**src/rtl/reconfig_arb_pkg.sv**
```systemverilog
package reconfig_arb_pkg;

    typedef enum logic [1:0] {
        MODE_1G  = 2'b00,
        MODE_10G = 2'b01,
        MODE_AN  = 2'b10,
        MODE_LT  = 2'b11
    } link_mode_e;

    typedef enum logic [1:0] {
        ST_IDLE  = 2'd0,
        ST_START = 2'd1,
        ST_WAIT  = 2'd2
    } arb_state_e;

endpackage

```
**src/rtl/req_qualifier.sv**
```systemverilog
module req_qualifier #(
    parameter int NUM_CH = 4
) (
    input  logic              clk,
    input  logic              rst_n,
    input  logic [NUM_CH-1:0] req_i,
    input  logic [NUM_CH-1:0] grant_vec_i,
    output logic [NUM_CH-1:0] eligible_o
);

    logic [NUM_CH-1:0] armed_q;

    for (genvar g = 0; g < NUM_CH; g++) begin : g_arm
        always_ff @(posedge clk or negedge rst_n) begin
            if (!rst_n)
                armed_q[g] <= 1'b1;
            else if (grant_vec_i[g])
                armed_q[g] <= 1'b0;
            else if (!req_i[g])
                armed_q[g] <= 1'b1;
        end

        // a grant only ever reaches a channel that is armed and requesting
        a_r7_grant_armed: assert property (@(posedge clk) disable iff (!rst_n)
            grant_vec_i[g] |-> (armed_q[g] && req_i[g]));
    end

    assign eligible_o = req_i & armed_q;

endmodule

```
**src/rtl/rr_picker.sv**
```systemverilog
module rr_picker #(
    parameter int NUM_CH = 4,
    localparam int IDX_W = (NUM_CH > 1) ? $clog2(NUM_CH) : 1
) (
    input  logic [NUM_CH-1:0] eligible_i,
    input  logic [IDX_W-1:0]  ptr_i,
    output logic              valid_o,
    output logic [IDX_W-1:0]  idx_o
);

    always_comb begin
        valid_o = 1'b0;
        idx_o   = '0;
        for (int k = 0; k < NUM_CH; k++) begin
            int unsigned j;
            j = int'(ptr_i) + k;
            if (j >= NUM_CH) j = j - NUM_CH;
            if (!valid_o && eligible_i[j]) begin
                valid_o = 1'b1;
                idx_o   = IDX_W'(j);
            end
        end
    end

endmodule

```
**src/rtl/reconfig_req_arbiter.sv**
```systemverilog
module reconfig_req_arbiter
    import reconfig_arb_pkg::*;
#(
    parameter int NUM_CH = 4,
    parameter int CHAN_W = 5,
    localparam int IDX_W = (NUM_CH > 1) ? $clog2(NUM_CH) : 1,
    localparam int MODE_W = 2
) (
    input  logic                           clk,
    input  logic                           rst_n,
    input  logic [NUM_CH-1:0]              req_i,
    input  logic [NUM_CH-1:0][CHAN_W-1:0]  req_chan_i,
    input  logic [NUM_CH-1:0][MODE_W-1:0]  req_mode_i,
    output logic [NUM_CH-1:0]              ack_busy_o,
    output logic                           start_o,
    output logic [CHAN_W-1:0]              sel_chan_o,
    output logic [MODE_W-1:0]              sel_mode_o,
    input  logic                           done_i
);

    arb_state_e        state_q, state_d;
    logic [NUM_CH-1:0] eligible;
    logic [NUM_CH-1:0] grant_vec;
    logic [NUM_CH-1:0] ack_q;
    logic [IDX_W-1:0]  ptr_q;
    logic [IDX_W-1:0]  win_idx;
    logic              win_valid;
    logic [CHAN_W-1:0] sel_chan_q;
    logic [MODE_W-1:0] sel_mode_q;
    logic              take;

    req_qualifier #(.NUM_CH(NUM_CH)) u_qual (
        .clk         (clk),
        .rst_n       (rst_n),
        .req_i       (req_i),
        .grant_vec_i (grant_vec),
        .eligible_o  (eligible)
    );

    rr_picker #(.NUM_CH(NUM_CH)) u_pick (
        .eligible_i (eligible),
        .ptr_i      (ptr_q),
        .valid_o    (win_valid),
        .idx_o      (win_idx)
    );

    assign take = (state_q == ST_IDLE) && win_valid;

    always_comb begin
        grant_vec = '0;
        if (take) grant_vec[win_idx] = 1'b1;
    end

    // next-state logic
    always_comb begin
        state_d = state_q;
        unique case (state_q)
            ST_IDLE:  if (win_valid) state_d = ST_START;
            ST_START: state_d = ST_WAIT;
            ST_WAIT:  if (done_i) state_d = ST_IDLE;
            default:  state_d = ST_IDLE;
        endcase
    end

    // state register
    always_ff @(posedge clk or negedge rst_n) begin
        if (!rst_n) state_q <= ST_IDLE;
        else        state_q <= state_d;
    end

    // output and handoff registers
    always_ff @(posedge clk or negedge rst_n) begin
        if (!rst_n) begin
            ack_q      <= '0;
            ptr_q      <= '0;
            sel_chan_q <= '0;
            sel_mode_q <= '0;
        end else if (take) begin
            ack_q      <= grant_vec;
            sel_chan_q <= req_chan_i[win_idx];
            sel_mode_q <= req_mode_i[win_idx];
            ptr_q      <= (int'(win_idx) == NUM_CH - 1) ? '0 : win_idx + 1'b1;
        end else if (state_q == ST_WAIT && done_i) begin
            ack_q <= '0;
        end
    end

    assign ack_busy_o = ack_q;
    assign start_o    = (state_q == ST_START);
    assign sel_chan_o = sel_chan_q;
    assign sel_mode_o = sel_mode_q;

    // never more than one channel holds ack/busy
    a_r9_one_ack: assert property (@(posedge clk) disable iff (!rst_n)
        $onehot0(ack_q));

    // start lasts one cycle and comes with exactly one grant
    a_r2_start_pulse: assert property (@(posedge clk) disable iff (!rst_n)
        start_o |=> !start_o);
    a_r2_start_ack: assert property (@(posedge clk) disable iff (!rst_n)
        start_o |-> ($countones(ack_q) == 1));

    // handoff fields do not move while the grant is open
    a_r3_hold_fields: assert property (@(posedge clk) disable iff (!rst_n)
        (state_q == ST_WAIT) |-> ($stable(sel_chan_q) && $stable(sel_mode_q)));

    // without done the grant is frozen
    a_r4_hold_ack: assert property (@(posedge clk) disable iff (!rst_n)
        (state_q == ST_WAIT && !done_i) |=> $stable(ack_q));

    // done in the start cycle does not end the grant
    a_r8_start_to_wait: assert property (@(posedge clk) disable iff (!rst_n)
        (state_q == ST_START) |=> (state_q == ST_WAIT));

endmodule

```
**config.mk**
```make
export PLATFORM = sky130hd
export DESIGN_NAME = reconfig_req_arbiter
export DESIGN_NICKNAME = d
export VERILOG_FILES = /design/src/rtl/reconfig_arb_pkg.sv /design/src/rtl/req_qualifier.sv /design/src/rtl/rr_picker.sv /design/src/rtl/reconfig_req_arbiter.sv
export SDC_FILE = /design/constraint.sdc
export NUM_CORES = 1
export LEC_CHECK = 0
export BUFFER_PORTS_ARGS = -buffer_cell sky130_fd_sc_hd__buf_2
export CAP_MARGIN = 20
export CELL_PAD_IN_SITES_DETAIL_PLACEMENT = 0
export CELL_PAD_IN_SITES_GLOBAL_PLACEMENT = 1
export CORE_MARGIN = 2
export CORE_UTILIZATION = 42
export DETAILED_ROUTE_END_ITERATION = 10
export PLACE_DENSITY = 0.85
export SETUP_SLACK_MARGIN = 0.15
export SLEW_MARGIN = 20
export SYNTH_ARGS = -nofsm -noshare
export SYNTH_HDL_FRONTEND = slang
export SYNTH_SLANG_ARGS = --single-unit
```
**constraint.sdc**
```tcl
create_clock -name clk -period 5.9 [get_ports clk]
set_input_delay 0.885 -clock clk [delete_from_list [all_inputs] [get_ports clk]]
set_output_delay 0.885 -clock clk [all_outputs]
set_load 0.005 [all_outputs]
```
==> out/qor.yml <==
outcome: "complete, no violations"
p_leak_nw: 0.782
io_buffer_count: 46
synth_area_um2: 1590
start_kind: "input pin"
h-tree-depth: 1
path_clk_slew_ns: 0.08
grt_pass1_wl_um: 6700
tns_ns: 0
vdd_drop_max_mv: 0.197
ctsResizeCount: 0
antenna_left: 0
ios: 47
ys_seq_area_frac: 0.303
area_growth_pct: 15.4
vias: 1496
die_w_um: 65.5
grt_overflow: 0
floorplan.initialDensity: 0.437
maxCapViolations: 0
fin_nets: 238
pre_cts_ws_ns: 2.88
core_um2: 3630
rows: 22
hp-class: "reg -> reg"
postCtsSetupBuffers: 0
synth.top_cell.area_share: 0.237
synth_cell_types: 33
wl_per_cell_um: 17.0
powerDensity_nw_per_um2: 424
netlist.top_cell.by_area: "dfrtp_1"
slew_viol_final: 0
dr.pass1.iters: 4
setup_viol_count_final: 0
dp_hpwl_um: 2970
syn_avg_cell_area_um2: 9.62
cts_sinks: 19
rsz0062_at_grt: "false"
arrival_ns: 2.91
dr.first_iter.drc_count: 170
via_per_inst: 6.08
antenna_cells: 0
cts_hold_buffers: 0
final_layout_size_suffix_gt1_frac: 0.404
final.period_utilization: 0.469
grt_pass1_vias: 1382
cpMaxStageDelayCell: "and2_1"
critical_path_buf_inv_count: 2
cp_top_family: "simple AND/OR/NAND/NOR gates"
relSlewSlack: 0.529
synth_seq_cells: 19
layout_commonest_cell: "buf_2"
drcViolationCount: 0
layout_common_cells: "buf_2, a311oi_1, nand2_1, a21boi_0, dfrtp_1"
fin_worst_skew_ns: 0.00500
synth_cells: 165
syn_nets: 204
fmax_ghz: 0.361
synth_area_leaders: "dfrtp_1, a311oi_1, a21bo_2"
antenna_found_initial: 0
setup.worst_path.end_class: "flip-flop"
cp_data_required_time_ns: 6.04
fp.dieH_um: 65.5
cts-buffers-inserted: 3
finalHoldViolations: 0
grt_max_degree: 20
tightestPinTransition_ns: 0.701
crit_path_frequent_cell: "and2_1"
insertion_delay_ns: 0.26
critical_path.max_stage_delay_ns: 0.68
routed_wl_um: 4170
cp_max_fo: 16
min_period_ns: 2.77
track_usage: 0.199
cts_tree: "yes"
yosysWarningCount: 0
ctsRootBufferMaster: "clkbuf_8"
place.gp.congestion: 0.820
crit_chain: "buf_2, nand4bb_1, and2_1, and2_1, inv_2, ha_1, a22oi_1, o21ai_0"
clk_path_buf_depth: 2
fin_ws_ns: 3.13
die_area_um2: 4290
worstSetupPathType: "in -> reg"
==> logic make-up after synthesis <==
group	after synthesis	synth area share
DFF	19	0.303
AOI/OAI and AO/OA	84	0.476
buffers and inverters	21	0.0678
and+or+nand+nor	37	0.122
adders and majority gates	4	0.0315
==> through the flow <==
step	util	cell area (µm²)	cells	hold slack, ns	power [W]
after CTS	0.504	1830	246	0.502	0.000781
after global placement	0.491	1780	242	0.472	0.000674
after detailed placement	0.491	1780	242	0.475	0.000683
final	0.504	1830	246	0.496	0.000777
after floorplan	-	1590	165	0.468	0.000575
after global routing	0.504	1830	246	0.525	0.000848
==> layout make-up <==
type	count	area, µm²
flip-flops and latches	19	480
well taps	48	60.1
multi-input cells	125	998
clock inverters	1	5.00
clock buffers	3	41.3
repair buffers	46	230
fillers	361	1800
inverters	4	15.0
==> cells in the mapped netlist (all sizes together) <==
library cell	count
nand3	1
inv	4
a311oi	28
nor2	2
a21boi	15
a21bo	14
buf	8
o211ai	1
o21bai	1
dfstp	4
and2	5
nand4bb	1
a311o	1
o221ai	7
o21ai	5
nand4b	1
a22oi	6
and3b	1
nor2b	3
dfrtp	15
a21oi	5
nand2	18
or3	1
and2b	1
a211o	1
ha	4
clkbuf	9
nand2b	1
nand3b	2
==> routing by layer <==
metal,vias to the layer above,track usage,share of wire
met5,-,0,0
li1,722,-,-
met3,0,0.0428,0.064
met2,48,0.320,0.48
met4,0,0.0182,0
met1,726,0.285,0.46
==> state kept, by name (all words and copies together), names as in the netlist <==
name,cells
ptr_q,2
sel_mode_o,2
ack_busy_o,4
state_q,2
u_qual.armed_q,4
sel_chan_o,5
==> worst min-delay path, stage by stage, from the launching register on <==
cell      delay, ns
dfrtp_1        0.35
nand2_1        0.05
o221ai_1       0.06
==> path summary, 6_finish.rpt <==
kind                                               startpoint                             to  slack (ns)  cells past startpoint
worst max register to register  u_qual.armed_q[0]$_DFFE_PN1P_      ack_busy_o[2]$_DFFE_PN0P_        3.34                      6
min in group asynchronous                               rst_n      sel_chan_o[4]$_DFFE_PN0P_        0.56                      1
worst min-delay path                sel_chan_o[0]$_DFFE_PN0P_      sel_chan_o[0]$_DFFE_PN0P_        0.50                      2
worst max-delay path                                 req_i[0]      ack_busy_o[0]$_DFFE_PN0P_        3.13                      8
max in group asynchronous                               rst_n  u_qual.armed_q[1]$_DFFE_PN1P_        5.00                      1
worst min register to register      sel_chan_o[0]$_DFFE_PN0P_      sel_chan_o[0]$_DFFE_PN0P_        0.50                      2
==> power by group <==
group          internal (W)  leakage, nW   total, W  switching [W]
combinational      0.000180        0.526   0.000442       0.000262
sequential         0.000193        0.231   0.000243      0.0000503
clock             0.0000470       0.0255  0.0000918      0.0000448
No activity file was read; power rests on OpenSTA's default activity.
